## config.mk

```make
export PLATFORM = sky130hd
export DESIGN_NAME = spi_ctl
export DESIGN_NICKNAME = d
export VERILOG_FILES = /design/src/rtl/spi_ctl_pkg.sv /design/src/rtl/spi_ctl_tick.sv /design/src/rtl/spi_ctl_engine.sv /design/src/rtl/spi_ctl.sv
export SDC_FILE = /design/constraint.sdc
export NUM_CORES = 1
export LEC_CHECK = 0
export BUFFER_PORTS_ARGS = -buffer_cell sky130_fd_sc_hd__buf_2
export CAP_MARGIN = 20
export CORE_MARGIN = 2
export CORE_UTILIZATION = 55
export CTS_BUF_LIST = sky130_fd_sc_hd__clkbuf_8
export DETAILED_ROUTE_END_ITERATION = 6
export GPL_TIMING_DRIVEN = 0
export HOLD_SLACK_MARGIN = 0.08
export PLACE_DENSITY_LB_ADDON = 0.12
export SLEW_MARGIN = 5
export SYNTH_ARGS = -nofsm -noshare
export SYNTH_HDL_FRONTEND = slang
export SYNTH_SLANG_ARGS = --single-unit
export TNS_END_PERCENT = 30
```

## constraint.sdc

```tcl
create_clock -name clk -period 1.4 [get_ports clk]
set_input_delay 0.21 -clock clk [delete_from_list [all_inputs] [get_ports clk]]
set_output_delay 0.21 -clock clk [all_outputs]
set_load 0.005 [all_outputs]
```

## src/rtl/spi_ctl_pkg.sv

```systemverilog
package spi_ctl_pkg;
  typedef enum logic [1:0] {
    SVC_POLL = 2'b00,
    SVC_IRQ  = 2'b01,
    SVC_DMA  = 2'b10,
    SVC_RSV  = 2'b11
  } svc_mode_e;

  typedef struct packed {
    logic      spare;
    svc_mode_e svc;
    logic      sck_en;
    logic      master;
    logic      cpol;
    logic      cpha;
    logic      filler;
  } ctrl_t;

  localparam logic [1:0] ADDR_CTRL = 2'd0;
  localparam logic [1:0] ADDR_DIV  = 2'd1;
  localparam logic [1:0] ADDR_STAT = 2'd2;
  localparam logic [1:0] ADDR_DATA = 2'd3;
endpackage

```

## src/rtl/spi_ctl_tick.sv

```systemverilog
module spi_ctl_tick #(
  parameter int CW = 8
) (
  input  logic          clk,
  input  logic          rst_n,
  input  logic          run,
  input  logic [CW-1:0] limit,
  output logic          tick
);
  logic [CW-1:0] cnt_q, cnt_d;
  logic          hit;

  always_comb begin
    hit   = (cnt_q >= limit);
    tick  = run && hit;
    cnt_d = (!run || hit) ? '0 : cnt_q + 1'b1;
  end

  always_ff @(posedge clk or negedge rst_n) begin
    if (!rst_n) cnt_q <= '0;
    else        cnt_q <= cnt_d;
  end
endmodule

```

## src/rtl/spi_ctl_engine.sv

```systemverilog
module spi_ctl_engine #(
  parameter int W = 8
) (
  input  logic         clk,
  input  logic         rst_n,
  input  logic         master,
  input  logic         cpol,
  input  logic         cpha,
  input  logic         start,
  input  logic [W-1:0] load,
  input  logic         tick,
  input  logic         sck_i,
  input  logic         ss_n,
  input  logic         sdi,
  output logic         busy,
  output logic         done,
  output logic         sck_lvl,
  output logic         sdo,
  output logic [W-1:0] rx
);
  localparam int EDGES = 2 * W;
  localparam int EW    = $clog2(EDGES);

  logic [2:0]    sck_s_q;
  logic [1:0]    ss_s_q, sdi_s_q;
  logic [W-1:0]  sh_q, sh_d;
  logic [EW-1:0] cnt_q, cnt_d;
  logic cap_q, cap_d, obit_q, obit_d, lvl_q, lvl_d, busy_q, busy_d;
  logic ev, lead, samp, shft, din, last, s_abort;

  always_comb begin
    s_abort = !master && ss_s_q[1];
    ev      = master ? (busy_q && tick)
                     : (!ss_s_q[1] && (sck_s_q[2] != sck_s_q[1]));
    lead    = master ? !cnt_q[0] : (sck_s_q[1] != cpol);
    samp    = ev && (lead != cpha);
    shft    = ev && (lead == cpha);
    din     = master ? sdi : sdi_s_q[1];
    last    = ev && (cnt_q == EW'(EDGES - 1));

    sh_d   = sh_q;
    cnt_d  = cnt_q;
    cap_d  = cap_q;
    obit_d = obit_q;
    lvl_d  = lvl_q;
    busy_d = busy_q;
    if (start) begin
      sh_d   = load;
      obit_d = load[W-1];
      cnt_d  = '0;
      lvl_d  = 1'b0;
      busy_d = master;
    end else if (s_abort) begin
      cnt_d  = '0;
      busy_d = 1'b0;
    end else if (ev) begin
      cnt_d  = last ? '0 : cnt_q + 1'b1;
      busy_d = !last;
      if (master) lvl_d = !lvl_q;
      if (samp) begin
        if (cpha) sh_d[0] = din;
        else      cap_d   = din;
      end
      if (shft) begin
        if (cpha) begin
          obit_d = sh_q[W-1];
          sh_d   = {sh_q[W-2:0], 1'b0};
        end else begin
          sh_d   = {sh_q[W-2:0], cap_q};
        end
      end
    end
  end

  always_ff @(posedge clk or negedge rst_n) begin
    if (!rst_n) begin
      sck_s_q <= '0;
      ss_s_q  <= '1;
      sdi_s_q <= '0;
      sh_q    <= '0;
      cnt_q   <= '0;
      cap_q   <= 1'b0;
      obit_q  <= 1'b0;
      lvl_q   <= 1'b0;
      busy_q  <= 1'b0;
    end else begin
      sck_s_q <= {sck_s_q[1:0], sck_i};
      ss_s_q  <= {ss_s_q[0], ss_n};
      sdi_s_q <= {sdi_s_q[0], sdi};
      sh_q    <= sh_d;
      cnt_q   <= cnt_d;
      cap_q   <= cap_d;
      obit_q  <= obit_d;
      lvl_q   <= lvl_d;
      busy_q  <= busy_d;
    end
  end

  assign busy    = busy_q;
  assign done    = last;
  assign sck_lvl = lvl_q;
  assign sdo     = cpha ? obit_q : sh_q[W-1];
  assign rx      = sh_q;

  // an idle master holds SCK at its resting level
  p_idle_sck_r3: assert property (@(posedge clk) disable iff (!rst_n)
    (master && !busy_q) |-> !lvl_q);
  // SCK moves only on a divider tick
  p_sck_hold_r3: assert property (@(posedge clk) disable iff (!rst_n)
    (master && busy_q && !tick) |=> $stable(lvl_q));
endmodule

```

## src/rtl/spi_ctl.sv

```systemverilog
module spi_ctl
  import spi_ctl_pkg::*;
#(
  parameter int DATA_W = 8
) (
  input  logic              clk,
  input  logic              rst_n,
  input  logic [1:0]        bus_addr,
  input  logic              bus_wr,
  input  logic              bus_rd,
  input  logic [DATA_W-1:0] bus_wdata,
  output logic [DATA_W-1:0] bus_rdata,
  output logic              spi_sck_o,
  output logic              spi_sck_oe,
  input  logic              spi_sck_i,
  input  logic              spi_ss_n,
  output logic              spi_sdo,
  output logic              spi_sdo_oe,
  input  logic              spi_sdi,
  output logic              irq,
  output logic              dma_req
);
  localparam int CTRL_W = $bits(ctrl_t);

  logic [1:0]        rs_q;
  logic              srst_n;
  ctrl_t             ctrl_q, ctrl_d;
  logic [DATA_W-1:0] div_q, div_d;
  logic              ready_q, ready_d;
  logic              wr_data, rd_data, filler_go, eng_start;
  logic [DATA_W-1:0] eng_load, eng_rx;
  logic              eng_busy, eng_done, eng_lvl, tick;

  always_ff @(posedge clk or negedge rst_n) begin
    if (!rst_n) rs_q <= 2'b00;
    else        rs_q <= {rs_q[0], 1'b1};
  end
  assign srst_n = rs_q[1];

  always_comb begin
    wr_data   = bus_wr && (bus_addr == ADDR_DATA);
    rd_data   = bus_rd && (bus_addr == ADDR_DATA);
    filler_go = rd_data && ctrl_q.filler && ctrl_q.master && !eng_busy;
    eng_start = !eng_busy && (wr_data || filler_go);
    eng_load  = filler_go ? '1 : bus_wdata;

    ctrl_d = ctrl_q;
    div_d  = div_q;
    if (bus_wr && bus_addr == ADDR_CTRL) ctrl_d = ctrl_t'(bus_wdata[CTRL_W-1:0]);
    if (bus_wr && bus_addr == ADDR_DIV)  div_d  = bus_wdata;

    ready_d = ready_q;
    if (eng_done)                ready_d = 1'b1;
    else if (wr_data || rd_data) ready_d = 1'b0;

    unique case (bus_addr)
      ADDR_CTRL: bus_rdata = DATA_W'(ctrl_q);
      ADDR_DIV:  bus_rdata = div_q;
      ADDR_STAT: bus_rdata = DATA_W'({eng_busy, ready_q});
      default:   bus_rdata = eng_rx;
    endcase
  end

  always_ff @(posedge clk or negedge srst_n) begin
    if (!srst_n) begin
      ctrl_q  <= '0;
      div_q   <= '0;
      ready_q <= 1'b0;
    end else begin
      ctrl_q  <= ctrl_d;
      div_q   <= div_d;
      ready_q <= ready_d;
    end
  end

  spi_ctl_tick #(.CW(DATA_W)) u_tick (
    .clk(clk), .rst_n(srst_n), .run(eng_busy && ctrl_q.master),
    .limit(div_q), .tick(tick)
  );

  spi_ctl_engine #(.W(DATA_W)) u_eng (
    .clk(clk), .rst_n(srst_n), .master(ctrl_q.master), .cpol(ctrl_q.cpol),
    .cpha(ctrl_q.cpha), .start(eng_start), .load(eng_load), .tick(tick),
    .sck_i(spi_sck_i), .ss_n(spi_ss_n), .sdi(spi_sdi),
    .busy(eng_busy), .done(eng_done), .sck_lvl(eng_lvl), .sdo(spi_sdo), .rx(eng_rx)
  );

  assign spi_sck_o  = ctrl_q.cpol ^ eng_lvl;
  assign spi_sck_oe = ctrl_q.master && ctrl_q.sck_en;
  assign spi_sdo_oe = ctrl_q.master || !spi_ss_n;
  assign irq        = ready_q && (ctrl_q.svc == SVC_IRQ);
  assign dma_req    = ready_q && (ctrl_q.svc == SVC_DMA);

  // ready rises only at the end of an active byte
  p_ready_src_r5: assert property (@(posedge clk) disable iff (!srst_n)
    $rose(ready_q) |-> $past(eng_busy));
  // a started transfer leaves ready clear
  p_start_clr_r5: assert property (@(posedge clk) disable iff (!srst_n)
    eng_start |=> !ready_q);
  // a filler read launches the engine
  p_filler_go_r8: assert property (@(posedge clk) disable iff (!srst_n)
    filler_go |=> eng_busy);
  // interrupt and DMA requests never coincide
  p_svc_excl_r6: assert property (@(posedge clk) disable iff (!srst_n)
    !(irq && dma_req));
endmodule

```

Word-level counts from Yosys, hierarchy flattened

Cells that the tools add are included.

Register bits after elaboration: 50
Bits in read-only memories: 0
Memory bits (writable): 0
Logic and storage cells: 116
Output and inout bits: 14
Bits in latches: 0
Input bits: 17
Memories: 0

Shifts and indexed selects: 0
Magnitude comparators: 1
Bitwise logic cells: 4
Div/mod/pow operators: 0
Multiply operators: 0
Equality and inequality tests: 11
Reduce and logical (&&, ||, !) cells: 45
Mux-type cells: 32
Add/subtract/negate cells: 2

Operators with widths:

| kind                | count |
|---|---|
| $mux 8              | 6 |
| $pmux 8 s3          | 1 |
| $mux 1              | 21 |
| $logic_and 1x1->1   | 19 |
| $mux 4              | 4 |
| $reduce_bool 2->1   | 5 |
| $reduce_bool 3->1   | 3 |
| $add 8x1->8 const B | 1 |
| $ge 8x8->1          | 1 |
| $logic_not 1->1     | 8 |
| $reduce_and 4->1    | 2 |
| $eq 2x2->1 const B  | 3 |
| $reduce_and 3->1    | 2 |
| $reduce_and 5->1    | 1 |
| $add 4x1->4 const B | 1 |
| $eq 2x1->1 const B  | 2 |
| $eq 4x4->1 const B  | 1 |
| $logic_or 1x1->1    | 4 |
| $ne 1x1->1          | 3 |
| $not 1->1           | 3 |
| $logic_not 2->1     | 1 |
| $ne 2x2->1 const B  | 1 |
| $eq 1x1->1          | 1 |
| $xor 1x1->1         | 1 |

Longest topological paths before layout

Depth in word-level cells: 10
Gate-level depth with buffers: 7
Gate-level depth less buffers: 7

Cells and area by module

From an unflattened synthesis, not the netlist that was laid out.

Cell total of the unflattened synthesis: 261
Area total of the unflattened synthesis: 2808.9 µm²

By module, submodules not included:

| module         | times used | cells an instance | sequential area each (µm²) | area each (µm²) |
|---|---|---|---|---|
| spi_ctl_engine | 1          | 125               | 578.1                      | 1201.2 |
| spi_ctl        | 1          | 77                | 475.5                      | 1029.7 |
| spi_ctl_tick   | 1          | 59                | 200.2                      | 578.1 |

Worst setup path before layout

Ideal clock, no wire load.

Path type: register to register
Start: reg u_tick.cnt_q[0]
End: reg u_eng.cap_q
Period minus slack after synthesis: 1.968 ns
Library setup time: 0.125 ns
Path slack: -0.568 ns
Path buffers: 0
Required time: 1.275 ns
Cell stages (with the launch flop): 8
Data arrival time: 1.843 ns
Cells stage by stage: dfrtp_1 inv_1 ha_1 nand2b_4 a2111oi_4 o31ai_1 a21oi_1 mux2_2

Word-level cells in the longest chain between the ends: 6

Ends and longest elaborated chain:

| item                                  | RTL line             | RTL |
|---|---|---|
| from (decl)                           | spi_ctl_tick.sv:10   | `logic [CW-1:0] cnt_q, cnt_d;` |
| from (signal assigned)                | spi_ctl_tick.sv:21   | `else cnt_q <= cnt_d;` |
| $ge 8x8->1 (*)                        | spi_ctl_tick.sv:14   | `hit = (cnt_q >= limit);` |
| $logic_and 1x1->1 (*)                 | spi_ctl_tick.sv:15   | `tick = run && hit;` |
| $logic_and 1x1->1 (*)                 | spi_ctl_engine.sv:33 | `ev = master ? (busy_q && tick)` |
| $mux 1 (*)                            | spi_ctl_engine.sv:33 |  |
| $logic_and 1x1->1                     | spi_ctl_engine.sv:36 | `samp = ev && (lead != cpha);` |
| $reduce_and 5->1 (no source line) (*) | --                   |  |
| to (signal assigned)                  | spi_ctl_engine.sv:92 | `cap_q <= cap_d;` |
| to (decl)                             | spi_ctl_engine.sv:28 | `logic cap_q, cap_d, obit_q, obit_d, lvl_q, lvl_d, busy_q, busy_d;` |

Mark *: on every way between the ends. The rest lies on a longest branch, timed or not.
A chain may end at the register's enable or synchronous reset.

Worst setup path after layout

Start: reg div_q[4]
End: reg u_eng.sh_q[1] (netlist: u_eng.rx[1])

Word-level cells in the longest chain between the ends: 7
Elaborated cells between the ends (all ways): 8
Those cells by class: 1 x order compare; 1 x mux; 6 x reduce/logical

Ends and longest elaborated chain:

| item                                  | RTL line             | RTL |
|---|---|---|
| from (decl)                           | spi_ctl.sv:28        | `logic [DATA_W-1:0] div_q, div_d;` |
| from (signal assigned)                | spi_ctl.sv:71        | `div_q <= div_d;` |
| $ge 8x8->1 (*)                        | spi_ctl_tick.sv:14   |  |
| $logic_and 1x1->1 (*)                 | spi_ctl_tick.sv:15   |  |
| $logic_and 1x1->1 (*)                 | spi_ctl_engine.sv:33 |  |
| $mux 1 (*)                            | spi_ctl_engine.sv:33 |  |
| $logic_and 1x1->1                     | spi_ctl_engine.sv:37 | `shft = ev && (lead == cpha);` |
| $reduce_bool 2->1 (no source line)    | --                   |  |
| $reduce_and 3->1 (no source line) (*) | --                   |  |
| to (signal assigned)                  | spi_ctl_engine.sv:80 | `sh_q <= '0;` |
| to (signal assigned)                  | spi_ctl_engine.sv:90 | `sh_q <= sh_d;` |
| to (decl)                             | spi_ctl_engine.sv:26 | `logic [W-1:0] sh_q, sh_d;` |

Marked as above.

==> reports/results.env <==
YOSYS_WARNINGS=0
MOST-COMMON-LAYOUT-CELLS='sky130_fd_sc_hd__dfrtp_1 (44), sky130_fd_sc_hd__buf_2 (30), sky130_fd_sc_hd__nand2_1 (20)'
STD_CELL_ROWS=25
FINAL_UTIL_PCT=75.0
SYN-NUM-NETS=289
CP_DATA_ARRIVAL_TIME_NS=2.36
TIMING.SLEW.HEADROOM_PCT=47.6
IO-PIN-COUNT=31
PLACE.GP.CONGESTION=0.873
DETAIL_ROUTE.VIAS_PER_CELL=5.80
TIMING_WORST_SLEW_PIN_VALUE_NS=0.777
SLOWEST_DELAY_NS=0.43
WL_PER_CELL_UM=17.7
REGTOREGSETUPSLACK_NS=-0.76
CTS-BUFFERS-INSERTED=5
NUM_VIAS=2316
CORE-AREA_UM2=4820
SYNTH_COMPOUND_GATE_AREA_SHARE_PCT=15.1
HOLD_VIOL_FINAL=0
SYNTH.AVG_CELL_AREA_UM2=10.7
TIMING.RR.START='div_q[4]'
DRTANTENNAVIOLNETS=0
ROUTED_WL_UM=7050
NUMBER_OF_ANTENNA_VIOLATIONS_AT_THE_FIRST_CHECK_IN_GLOBAL_ROUTING=0
PLACED_CELL_AREA_UM2=3060
FINAL_COMMON_CELL='sky130_fd_sc_hd__dfrtp_1'
SYNTH-ASYNC-RESET-RATIO_PCT=100
AREA_GROWTH_PCT=29.4
SETUP_REPAIR_AFTER_GLOBAL_ROUTING_MISSED_ITS_MARGIN='true'
MIN_FROM='bus_wdata[1]'
CTS-HTREE-LEVELS=2
FAILING_CHECKS='setup timing'
YOSYS.CELL_TYPES.COUNT=54
WORST_R2R_PATH_DEPTH=7
SYNTHSIMPLEGATEAREAFRAC_PCT=17.9
CP_MAX_FO=5
FINAL_LAYOUT_SIZE_SUFFIX_GT1_SHARE_PCT=40.7
FIN_HOLD_WS_NS=0.141
SEQ_CELLS_POST_SYNTH=50
FIN_WORST_SKEW_NS=0.0125
MAX-CAP-VIOLATIONS=0
FLOORPLAN.INITIALDENSITY_PCT=58.0
LAYOUT_WORST_PATH_CYCLE_SHARE_PCT=154
HOLDPATHEND='ctrl_q[1]'
CRITPATHKIND='reg -> reg'
DIE_AREA_UM2=5660
NUM-NETS-FINAL=358
DIE_WIDTH_UM=75.3
HOLD-PATH-CELL-COUNT=3
SLEW_VIOLATIONS=0
MIN-DELAY-PATH-CLASS='in -> reg'
ANTENNADIODECOUNT=0
TIMING.CRITICAL_PATH.SLOWEST_STAGE_CELL='sky130_fd_sc_hd__or4_4'
IO_BUFFERS=30
SYNTH_TOP_FAMILY_BY_AREA='simple AND/OR/NAND/NOR gates'
TRITONCTS='done'
SYNTH_XOR_XNOR_AREA_SHARE_PCT=2.82
VIAS_IN_THE_FIRST_GLOBAL_ROUTE=2235
CP_DATA_REQUIRED_TIME_NS=1.60
SYN_INST=262
OUTCOME='finished, violations left'
GRT_MAX_DEGREE=37
STARTPOINT_TYPE='register'
SYNTH_ENABLE_FLOP_CELLS=0
CRIT_PATH_CELL_TRACE='inv_2 -> ha_1 -> nand4_1 -> buf_4 -> o31a_4 -> or4_4 -> o221a_1'
DETAILEDPLACEMENTHPWL_UM=4650
CTS.REPORTEDPATHS.CLKPINSLEW_NS=0.09
GRT_FIRST_PASS_WIRELENGTH_UM=11000
CLKSINKCOUNT=50
WORST_VOLTAGE_DROP_ACROSS_THE_VDD_GRID_mV=0.822
GRT_OVERFLOW_TOTAL=0
FP.DIEH_UM=75.3
TIMING.FINAL.SETUP_VIOLATIONS=33
FIRST_PASS_ITERS=4
DETAIL_ROUTE.DRC_VIOLATIONS=0
SYNTH-SEQ-AREA-SHARE_PCT=44.9
DETAILEDPLACE.WORSTSLACK_NS=-0.757
GROUTE.USAGE.OVERALL_PCT=26.8
TIMING.FMAX_MHz=464
TOTAL_POWER_mW=4.84
SYNTH_FA_HA_AREA_SHARE_PCT=4.48
MAX-CLOCK-PATH-BUFFERS=2
TIMING.FINAL.CRIT_PERIOD_NS=2.16
DETAIL_ROUTE.ITER0.VIOLATIONS=176
PWR_DENSITY_CELL_nW_PER_UM2=1340
POSTLAYOUTCELLAREA_UM2=3610
CRITICAL_PATH.REG2REG.ENDPOINT='u_eng.rx[1]'
MAPPEDNETLISTAREA_UM2=2790
CRIT_PATH_END_KIND='register'
CLOCK_INSERTION_DELAY_WORST_SKEW_NS=0.31
CLOCK_TREE.ROOT_CELL='sky130_fd_sc_hd__clkbuf_8'
SYNTH.AREA.MUX_SHARE_PCT=12.1
LEAKAGE_POWER_TOTAL_nW=1.61
SYNTH_FF_TYPE='sky130_fd_sc_hd__dfrtp_1'
TIMING.FINAL.WS_SETUP_NS=-0.757
worst max path at each step:
stage                                 to            start  depth (start not counted)
after global placement    u_eng.cnt_q[1]  u_tick.cnt_q[0]                          7
after detailed placement  u_eng.cnt_q[1]  u_tick.cnt_q[0]                          7
after global routing         u_eng.rx[1]         div_q[4]                          7
after CTS                    u_eng.rx[1]         div_q[0]                          7
after floorplan              u_eng.cap_q  u_tick.cnt_q[0]                          7
final                        u_eng.rx[1]         div_q[4]                          7
metrics by stage:
step / instances / TNS, ns
floorplan: 262 / -14.03
global placement: 359 / -52.81
detailed placement: 360 / -22.64
CTS: 391 / -15.78
global route: 399 / -20.34
finish: 399 / -17.43
synthesized netlist by cell type, types with 4 or more instances:
| library cell | n | share of area [%] |
|---|---|---|
| sky130_fd_sc_hd__dfrtp_1 | 48 | 43 |
| sky130_fd_sc_hd__nand2_1 | 21 | 2.8 |
| sky130_fd_sc_hd__mux2_2 | 18 | 7.3 |
| sky130_fd_sc_hd__o21ai_0 | 18 | 3.2 |
| sky130_fd_sc_hd__nor2_1 | 17 | 2.3 |
| sky130_fd_sc_hd__nand3_1 | 11 | 2.0 |
| sky130_fd_sc_hd__ha_1 | 10 | 4.5 |
| sky130_fd_sc_hd__inv_1 | 9 | 1.2 |
| sky130_fd_sc_hd__mux2i_1 | 9 | 3.2 |
| sky130_fd_sc_hd__nand2b_1 | 7 | 1.6 |
| sky130_fd_sc_hd__a21oi_1 | 6 | 1.1 |
| sky130_fd_sc_hd__nor3_1 | 6 | 1.1 |
| sky130_fd_sc_hd__xor2_1 | 6 | 1.9 |
| sky130_fd_sc_hd__and2_1 | 5 | 1.1 |
| sky130_fd_sc_hd__and3_1 | 5 | 1.1 |
| sky130_fd_sc_hd__or3_1 | 5 | 1.1 |
| sky130_fd_sc_hd__o221a_2 | 4 | 1.6 |
routing by layer:
layer  part of all wire, %  track usage, %  vias up
met5                     0               0        -
met4                   2.3            10.1        0
met3                   4.2            4.82       11
met2                    48            43.2       59
met1                    45            36.3     1144
li1                      -               -     1102
cells by family after synthesis:
logic type	after synthesis
other	1
adder cells (fa/ha/maj)	10
AND/OR/NAND/NOR	93
XOR/XNOR	9
multiplexers	29
flip-flops	50
AO/OA/AOI/OAI	54
buffers and inverters	16
critical path, delay by kind of cell (launching register included):
kind                       cells  cell delay (ns)
AOI/OAI and AO/OA              2             0.50
and+or+nand+nor                2             0.63
DFF                            1             0.39
buffers and inverters          2             0.26
adders and majority gates      1             0.27
power by group:
part	internal, mW	switching [mW]
registers	1.76	0.289
clock network	0.398	0.501
logic	1.01	0.880
final cells by class:
class,count,area [µm²]
flip-flops and latches,50,1260
inverters,9,33.8
plain buffers,7,58.8
repair buffers,61,453
clock inverters,2,12.5
fillers,364,1200
multi-input cells,197,1630
clock buffers,6,82.6
well taps,67,83.8
state kept, by name, indices dropped and copies added (netlist names):
name and flops:
u_eng.busy 1, rs_q 2, ready_q 1, u_eng.cap_q 1, u_eng.sck_s_q 3, u_eng.cnt_q 4, u_eng.rx 8, u_tick.cnt_q 8
u_eng.sdi_s_q 2, u_eng.sck_lvl 1, u_eng.ss_s_q 2, u_eng.obit_q 1, ctrl_q 8, div_q 8
timing repair:
| action | in CTS | in global routing |
|---|---|---|
| hold buffers | 4 | 0 |
| endpoints found under the setup margin | 44 | 36 |
| setup buffers | 18 | 9 |
| pin swaps | 16 | 15 |
| cloned | 1 | 0 |
| resized for setup | 33 | 27 |
| hold endpoints to repair | 5 | 0 |
(Power assumes the default switching activity.)
